$ cat src/rtl/tap_pkg.sv
package tap_pkg;

  typedef enum logic [3:0] {
    ST_RESET, ST_IDLE,
    ST_DR_SEL, ST_DR_CAP, ST_DR_SHIFT, ST_DR_EX1, ST_DR_PAUSE, ST_DR_EX2, ST_DR_UPD,
    ST_IR_SEL, ST_IR_CAP, ST_IR_SHIFT, ST_IR_EX1, ST_IR_PAUSE, ST_IR_EX2, ST_IR_UPD
  } tap_state_e;

  localparam int IR_W  = 8;
  localparam int ID_W  = 32;
  localparam int CMD_N = 12;

  localparam logic [IR_W-1:0] IR_CAPTURE = 8'h01;

  localparam logic [IR_W-1:0] OP_EXTEST   = 8'h00;
  localparam logic [IR_W-1:0] OP_SAMPLE   = 8'h1C;
  localparam logic [IR_W-1:0] OP_BYPASS   = 8'hFF;
  localparam logic [IR_W-1:0] OP_IDCODE   = 8'h16;
  localparam logic [IR_W-1:0] OP_SIG_RD   = 8'h17;
  localparam logic [IR_W-1:0] OP_CFG_ADDR = 8'h2B;
  localparam logic [IR_W-1:0] OP_CFG_DATA = 8'h2D;

  typedef enum logic [2:0] {
    PATH_BYP, PATH_ID, PATH_SIG, PATH_ADDR, PATH_DATA
  } dr_path_e;

  function automatic dr_path_e path_decode(input logic [IR_W-1:0] op);
    case (op)
      OP_IDCODE:   return PATH_ID;
      OP_SIG_RD:   return PATH_SIG;
      OP_CFG_ADDR: return PATH_ADDR;
      OP_CFG_DATA: return PATH_DATA;
      default:     return PATH_BYP;
    endcase
  endfunction

  function automatic logic [CMD_N-1:0] cmd_decode(input logic [IR_W-1:0] op);
    logic [CMD_N-1:0] c;
    c = '0;
    case (op)
      8'h03: c[0]  = 1'b1;
      8'h09: c[1]  = 1'b1;
      8'h14: c[2]  = 1'b1;
      8'h15: c[3]  = 1'b1;
      8'h1A: c[4]  = 1'b1;
      8'h1E: c[5]  = 1'b1;
      8'h22: c[6]  = 1'b1;
      8'h24: c[7]  = 1'b1;
      8'h28: c[8]  = 1'b1;
      8'h29: c[9]  = 1'b1;
      8'h2E: c[10] = 1'b1;
      8'h2F: c[11] = 1'b1;
      default: c = '0;
    endcase
    return c;
  endfunction

endpackage

$ cat src/rtl/tap_fsm.sv
module tap_fsm
  import tap_pkg::*;
(
  input  logic       tck,
  input  logic       rst,
  input  logic       tms,
  output tap_state_e state
);

  tap_state_e nxt;

  always_comb begin
    case (state)
      ST_RESET:    nxt = tms ? ST_RESET    : ST_IDLE;
      ST_IDLE:     nxt = tms ? ST_DR_SEL   : ST_IDLE;
      ST_DR_SEL:   nxt = tms ? ST_IR_SEL   : ST_DR_CAP;
      ST_DR_CAP:   nxt = tms ? ST_DR_EX1   : ST_DR_SHIFT;
      ST_DR_SHIFT: nxt = tms ? ST_DR_EX1   : ST_DR_SHIFT;
      ST_DR_EX1:   nxt = tms ? ST_DR_UPD   : ST_DR_PAUSE;
      ST_DR_PAUSE: nxt = tms ? ST_DR_EX2   : ST_DR_PAUSE;
      ST_DR_EX2:   nxt = tms ? ST_DR_UPD   : ST_DR_SHIFT;
      ST_DR_UPD:   nxt = tms ? ST_DR_SEL   : ST_IDLE;
      ST_IR_SEL:   nxt = tms ? ST_RESET    : ST_IR_CAP;
      ST_IR_CAP:   nxt = tms ? ST_IR_EX1   : ST_IR_SHIFT;
      ST_IR_SHIFT: nxt = tms ? ST_IR_EX1   : ST_IR_SHIFT;
      ST_IR_EX1:   nxt = tms ? ST_IR_UPD   : ST_IR_PAUSE;
      ST_IR_PAUSE: nxt = tms ? ST_IR_EX2   : ST_IR_PAUSE;
      ST_IR_EX2:   nxt = tms ? ST_IR_UPD   : ST_IR_SHIFT;
      ST_IR_UPD:   nxt = tms ? ST_DR_SEL   : ST_IDLE;
      default:     nxt = ST_RESET;
    endcase
  end

  always_ff @(posedge tck) begin
    if (rst) state <= ST_RESET;
    else     state <= nxt;
  end

endmodule

$ cat src/rtl/tap_ir.sv
module tap_ir
  import tap_pkg::*;
(
  input  logic             tck,
  input  logic             rst,
  input  logic             tms,
  input  logic             tdi,
  input  tap_state_e       state,
  output logic             ir_so,
  output logic [IR_W-1:0]  ir_active,
  output dr_path_e         path,
  output logic [CMD_N-1:0] cmd_pulse
);

  logic [IR_W-1:0] ir_sr;

  // Instruction shift register: capture pattern, then LSB-first shift
  always_ff @(posedge tck) begin
    if (rst) begin
      ir_sr <= '0;
    end else if (state == ST_IR_CAP) begin
      ir_sr <= IR_CAPTURE;
    end else if (state == ST_IR_SHIFT) begin
      ir_sr <= {tdi, ir_sr[IR_W-1:1]};
    end
  end

  // Active instruction and command strobes
  always_ff @(posedge tck) begin
    if (rst) begin
      ir_active <= OP_IDCODE;
      cmd_pulse <= '0;
    end else begin
      cmd_pulse <= '0;
      if (state == ST_RESET) begin
        ir_active <= OP_IDCODE;
      end else if (state == ST_IR_UPD) begin
        ir_active <= ir_sr;
        if (!tms) cmd_pulse <= cmd_decode(ir_sr);
      end
    end
  end

  assign ir_so = ir_sr[0];
  assign path  = path_decode(ir_active);

endmodule

$ cat src/rtl/tap_dr.sv
module tap_dr
  import tap_pkg::*;
#(
  parameter logic [ID_W-1:0] ID_VALUE = 32'h1234_5C43,
  parameter int UES_W  = 32,
  parameter int ADDR_W = 4,
  parameter int DATA_W = 56
) (
  input  logic              tck,
  input  logic              rst,
  input  logic              tdi,
  input  tap_state_e        state,
  input  dr_path_e          path,
  input  logic [UES_W-1:0]  ues_value,
  input  logic [DATA_W-1:0] cfg_rd_data,
  output logic              dr_so,
  output logic [ADDR_W-1:0] cfg_addr,
  output logic [DATA_W-1:0] cfg_wr_data
);

  logic cap, sh, upd;
  assign cap = (state == ST_DR_CAP);
  assign sh  = (state == ST_DR_SHIFT);
  assign upd = (state == ST_DR_UPD);

  logic              byp_q;
  logic [ID_W-1:0]   id_sr;
  logic [UES_W-1:0]  sig_sr;
  logic [ADDR_W-1:0] addr_sr;
  logic [DATA_W-1:0] data_sr;

  always_ff @(posedge tck) begin
    if (rst)                            byp_q <= 1'b0;
    else if (cap && path == PATH_BYP)   byp_q <= 1'b0;
    else if (sh && path == PATH_BYP)    byp_q <= tdi;
  end

  always_ff @(posedge tck) begin
    if (rst)                           id_sr <= '0;
    else if (cap && path == PATH_ID)   id_sr <= ID_VALUE;
    else if (sh && path == PATH_ID)    id_sr <= {tdi, id_sr[ID_W-1:1]};
  end

  always_ff @(posedge tck) begin
    if (rst)                            sig_sr <= '0;
    else if (cap && path == PATH_SIG)   sig_sr <= ues_value;
    else if (sh && path == PATH_SIG)    sig_sr <= {tdi, sig_sr[UES_W-1:1]};
  end

  generate
    if (ADDR_W == 1) begin : g_addr_bit
      always_ff @(posedge tck) begin
        if (rst)                             addr_sr <= '0;
        else if (cap && path == PATH_ADDR)   addr_sr <= cfg_addr;
        else if (sh && path == PATH_ADDR)    addr_sr <= tdi;
      end
    end else begin : g_addr_vec
      always_ff @(posedge tck) begin
        if (rst)                             addr_sr <= '0;
        else if (cap && path == PATH_ADDR)   addr_sr <= cfg_addr;
        else if (sh && path == PATH_ADDR)    addr_sr <= {tdi, addr_sr[ADDR_W-1:1]};
      end
    end
  endgenerate

  always_ff @(posedge tck) begin
    if (rst)                             data_sr <= '0;
    else if (cap && path == PATH_DATA)   data_sr <= cfg_rd_data;
    else if (sh && path == PATH_DATA)    data_sr <= {tdi, data_sr[DATA_W-1:1]};
  end

  // Shadow registers loaded on Update-DR
  always_ff @(posedge tck) begin
    if (rst) begin
      cfg_addr    <= '0;
      cfg_wr_data <= '0;
    end else if (upd) begin
      if (path == PATH_ADDR) cfg_addr    <= addr_sr;
      if (path == PATH_DATA) cfg_wr_data <= data_sr;
    end
  end

  always_comb begin
    case (path)
      PATH_ID:   dr_so = id_sr[0];
      PATH_SIG:  dr_so = sig_sr[0];
      PATH_ADDR: dr_so = addr_sr[0];
      PATH_DATA: dr_so = data_sr[0];
      default:   dr_so = byp_q;
    endcase
  end

endmodule

$ cat src/rtl/tap_port.sv
module tap_port
  import tap_pkg::*;
#(
  parameter logic [31:0] ID_VALUE = 32'h1234_5C43,
  parameter int UES_W  = 32,
  parameter int ADDR_W = 4,
  parameter int DATA_W = 56
) (
  input  logic              tck,
  input  logic              tap_rst,
  input  logic              tms,
  input  logic              tdi,
  input  logic [UES_W-1:0]  ues_value,
  input  logic [DATA_W-1:0] cfg_rd_data,
  output logic              tdo,
  output logic              tdo_oe,
  output logic [ADDR_W-1:0] cfg_addr,
  output logic [DATA_W-1:0] cfg_wr_data,
  output logic [11:0]       cmd_pulse
);

  tap_state_e      tap_state;
  dr_path_e        path;
  logic [IR_W-1:0] ir_active;
  logic            ir_so, dr_so;

  tap_fsm u_fsm (
    .tck   (tck),
    .rst   (tap_rst),
    .tms   (tms),
    .state (tap_state)
  );

  tap_ir u_ir (
    .tck       (tck),
    .rst       (tap_rst),
    .tms       (tms),
    .tdi       (tdi),
    .state     (tap_state),
    .ir_so     (ir_so),
    .ir_active (ir_active),
    .path      (path),
    .cmd_pulse (cmd_pulse)
  );

  tap_dr #(
    .ID_VALUE (ID_VALUE),
    .UES_W    (UES_W),
    .ADDR_W   (ADDR_W),
    .DATA_W   (DATA_W)
  ) u_dr (
    .tck         (tck),
    .rst         (tap_rst),
    .tdi         (tdi),
    .state       (tap_state),
    .path        (path),
    .ues_value   (ues_value),
    .cfg_rd_data (cfg_rd_data),
    .dr_so       (dr_so),
    .cfg_addr    (cfg_addr),
    .cfg_wr_data (cfg_wr_data)
  );

  // Output stage on the falling edge of TCK
  always_ff @(negedge tck) begin
    if (tap_rst) begin
      tdo    <= 1'b0;
      tdo_oe <= 1'b0;
    end else begin
      tdo_oe <= (tap_state == ST_IR_SHIFT) || (tap_state == ST_DR_SHIFT);
      if (tap_state == ST_IR_SHIFT)      tdo <= ir_so;
      else if (tap_state == ST_DR_SHIFT) tdo <= dr_so;
    end
  end

endmodule

$ cat config.mk
export PLATFORM = sky130hd
export DESIGN_NAME = tap_port
export DESIGN_NICKNAME = d
export VERILOG_FILES = /design/src/rtl/tap_pkg.sv /design/src/rtl/tap_fsm.sv /design/src/rtl/tap_ir.sv /design/src/rtl/tap_dr.sv /design/src/rtl/tap_port.sv
export SDC_FILE = /design/constraint.sdc
export NUM_CORES = 1
export LEC_CHECK = 0
export BUFFER_PORTS_ARGS = -buffer_cell sky130_fd_sc_hd__buf_2
export CAP_MARGIN = 15
export CORE_UTILIZATION = 40
export DETAILED_ROUTE_END_ITERATION = 12
export GPL_TIMING_DRIVEN = 0
export HOLD_SLACK_MARGIN = 0.08
export PLACE_DENSITY_LB_ADDON = 0.05
export SLEW_MARGIN = 20
export SYNTH_ARGS = -nofsm -noshare
export SYNTH_HDL_FRONTEND = slang
export SYNTH_SLANG_ARGS = --single-unit
$ cat constraint.sdc
create_clock -name tck -period 2.8 [get_ports tck]
set_clock_uncertainty 0.15 [all_clocks]
set_input_delay 0.14 -clock tck [delete_from_list [all_inputs] [get_ports tck]]
set_output_delay 0.14 -clock tck [all_outputs]
set_load 0.01 [all_outputs]
# Word-level counts from Yosys, hierarchy flattened
# Index checks and enable logic that the tools add are counted.
# Widths: inputs -> output; s select.
[classes] n_eq_ne=35 mux=39 n_bitwise=1 n_reduce_logical=29
[op_table] op="$mux 56" count=2
[op_table] op="$eq 8x6->1 const B" count=8
[op_table] op="$mux 32" count=2
[op_table] op="$mux 29" count=2
[op_table] op="$eq 8x5->1 const B" count=6
[op_table] op="$pmux 4 s12" count=1
[op_table] op="$eq 4x4->1 const B" count=8
[op_table] op="$mux 4" count=6
[op_table] op="$mux 1" count=19
[op_table] op="$eq 4x3->1 const B" count=4
[op_table] op="$pmux 3 s4" count=1
[op_table] op="$reduce_bool 2->1" count=6
[op_table] op="$reduce_or 2->1" count=6
[op_table] op="$logic_and 1x1->1" count=10
[op_table] op="$eq 4x2->1 const B" count=2
[op_table] op="$eq 8x2->1 const B" count=1
[op_table] op="$eq 8x4->1 const B" count=1
[op_table] op="$eq 3x2->1 const B" count=2
[op_table] op="$mux 2" count=3
[op_table] op="$mux 3" count=2
[op_table] op="$eq 4x1->1 const B" count=1
[op_table] op="$logic_not 4->1" count=1
[op_table] op="$pmux 1 s4" count=1
[op_table] op="$reduce_and 2->1" count=2
[op_table] op="other kinds (7)" count=7
[totals] ff_bits=219 in_bits=92 out_inout_bits=74 elab_cells=119

# Longest topological paths before layout
[logic_depth] word_depth=6 ltp_mapped=8 depth_no_buf=4

# Cells and area by module
# Synthesis repeated with hierarchy kept, for this count alone.
[unflattened] hier_cells=1198 area_unflattened_um2=10283.6
[by_module_without_submodules] mod="tap_dr" n_inst=1 cells_per_inst=1022 area_each_um2=8749.6 seq_area_each_um2=3703.6
[by_module_without_submodules] mod="tap_ir" n_inst=1 cells_per_inst=126 area_each_um2=1104.8 seq_area_each_um2=560.5
[by_module_without_submodules] mod="tap_fsm" n_inst=1 cells_per_inst=39 area_each_um2=331.6 seq_area_each_um2=80.1
[by_module_without_submodules] mod="tap_port" n_inst=1 cells_per_inst=11 area_each_um2=97.6 seq_area_each_um2=40.0

==> metrics.yaml <==
run_status: "finished with violations"
violations: "negative setup slack"
grt_pass1_wl_mm: 41.6
antenna_found_initial: 0
crit_buf_inv: 1
crit_start: "u_ir.ir_active[1]"
die_area_mm2: 0.0228
yosysTopAreaCell: "dfxtp_1"
dr_total_vias: 8891
portBuffers: 164
hold_ws_ps: 189
tritoncts: "built"
ys_ff_latch: 219
die_width_um: 151
cp-end-kind: "register"
crit_path_start_kind: "register"
crit_chain: "buf_6 > or4b_4 > nor3_2 > a221o_1 > o21ai_2"
register_area_mm2: 0.00440
synthTopCellsByArea: "dfxtp_1, nand2_1, a311oi_1, a21oi_1, nor2_1"
synth_edf_count: 0
fin_util_pct: 55.1
start_util_pct: 40.8
drv_slew: 0
rows: 54
gr-usage-all-layers_pct: 22.8
layout-drive-gt1-share_pct: 20.3
grt_pass1_vias: 8080
setup_ws_ps: -109
synth_common_cells: "nand2_1, dfxtp_1, a21oi_1"
peakVddDrop_uv: 451
gp_congestion: 0.823
rsz0062_at_grt: "yes"
drt_iter0_drc: 484
die_h_um: 151
wl_mm: 26.3
setup_violations: 1
synth_nets: 1222
worst_pin_slew_ps: 690
wire_per_inst_um: 15.3
dpl_cell_area_mm2: 0.0101
fin_nets: 1514
synth_top_area_share_pct: 49.4
cp.arrival_ps: 1790
synth-main-ff-cell: "dfxtp_1"
clock-sinks: 219
synthArstFlopShare_pct: 0
hold_class: "input port to register"
cpPeakStageDelay_ps: 510
worst_path_max_delay_cell: "or4b_4"
synth_cells: 1130
finalNonFillerCells: 1720
htreeDepth: 1
slew_headroom_pct: 54.0
total_leakage_power_uw: 0.00429
diodes: 0
multi_input_area_mm2: 0.00408
fin_area_mm2: 0.0120
maxCapViolCount: 0
clockRootBuffer: "clkbuf_16"
grt_max_degree: 14
nFillCells: 2138
clk_pin_slew_ps: 60
ys_types: 54
path_class: "register to register"
via_per_inst: 5.17
synth_seq_area_share_pct: 49.4
syn2layout_area_growth_pct: 35.3
crit_required_ps: 1680
ant_nets: 0
syn_avg_cell_area_um2: 7.85
cts_buffers: 25
power_density_mw_per_mm2: 577
dp.final_hpwl_mm: 17.7
yosys_warnings: 0
clockBufferDepth: 3
pin_count: 166
hold_viol: 0
synth_area_mm2: 0.00887
gr-total-overflow: 0
r2r_start: "u_ir.ir_active[1]"
post-synth-top-count-cell: "nand2_1"
dp_cells: 1574
first_pass_iters: 6
hp-start: "tap_rst"
coreArea_mm2: 0.0218
insertion_delay_ps: 510
drcViolationCount: 0
cp_top_family: "simple AND/OR/NAND/NOR gates"
cp_max_fo: 4
==> final timing paths <==
check	end	slack, ps	depth (start not counted)
worst min register to register	u_dr.id_sr[7]	300	2
worst min-delay path	u_ir.cmd_pulse[7]	190	4
worst max register to register	tdo	-110	5
worst max-delay path	tdo	-110	5
==> layout by cell type, fill, tap and decap left out, types with 4 or more instances in the layout <==
cell type / synthesis / layout
buf_6: 0 / 4
nand3b_1: 4 / 4
nor3_1: 22 / 21
o21ai_0: 6 / 4
or2_2: 4 / 4
nand3_1: 16 / 15
dlygate4sd3_1: 0 / 93
buf_4: 4 / 16
clkbuf_8: 0 / 6
clkbuf_1: 67 / 59
clkbuf_16: 0 / 25
clkinv_2: 0 / 9
nand2_1: 364 / 363
a21oi_1: 144 / 143
inv_1: 9 / 10
buf_2: 27 / 187
a311oi_1: 92 / 92
nand4_1: 4 / 4
dfxtp_2: 0 / 7
dfxtp_1: 219 / 209
nor2_1: 88 / 86
==> cell families after synthesis <==
kind of cell	count (synthesis)	share of synthesized area (%)
mux	3	0.353
buf+inv	109	5.16
compound gates	266	19.9
flops	219	49.4
xor+xnor	3	0.296
simple gates	530	24.9
==> worst register-to-register path, cell delays in order, from the launching register on <==
cell and delay [ps]:
dfxtp_2 310, buf_6 110, or4b_4 510, nor3_2 120, a221o_1 160, o21ai_2 70
==> layout make-up <==
cell class	instances	area share, %
clock buffers	32	5.93
multi-input cells	802	34.0
flip-flops and latches	219	36.7
clock inverters	15	1.16
plain buffers	98	3.90
inverters	8	0.250
repair buffers	266	15.2
well taps	280	2.92
==> state kept, by name, indices dropped and copies added, names as in the netlist, 8 cells and up <==
register / cells
u_dr.cfg_wr_data: 56
u_ir.ir_sr: 8
u_dr.data_sr: 56
u_dr.id_sr: 32
u_ir.cmd_pulse: 12
u_dr.sig_sr: 32
u_ir.ir_active: 8
==> where the power goes <==
part	internal (uW)	leakage, uW	total [uW]	switching, uW
Sequential	3130	0.00177	3150	15.1
Clock	2020	0.000443	3330	1310
Combinational	199	0.00208	443	243
Total	5350	0.00429	6920	1570
==> metal layers <==
metal / track usage [%] / vias up / part of all wire, %
li1: - / 4493 / -
met3: 2.92 / 35 / 4.4
met1: 31.5 / 4156 / 48
met5: 0 / - / 0
met2: 37.3 / 207 / 46
met4: 5.55 / 0 / 1.6
==> stage by stage <==
| step | setup TNS (ps) | setup slack (ps) | total power, uW |
|---|---|---|---|
| global route | -182 | -135 | 7180 |
| floorplan | -180 | -180 | 3400 |
| CTS | -140 | -140 | 6990 |
| finish | -109 | -109 | 6920 |
| detailed placement | -1210 | -639 | 3550 |
| global placement | -1270 | -681 | 3560 |
==> what timing repair did <==
| item | CTS | global route |
|---|---|---|
| gates resized for setup | 35 | 19 |
| hold endpoints to repair | 103 | 0 |
| pin swaps | 8 | 4 |
| buffers inserted | 9 | 0 |
| setup endpoints to repair | 2 | 35 |
| hold buffers | 93 | 0 |
(Power assumes the default switching activity.)
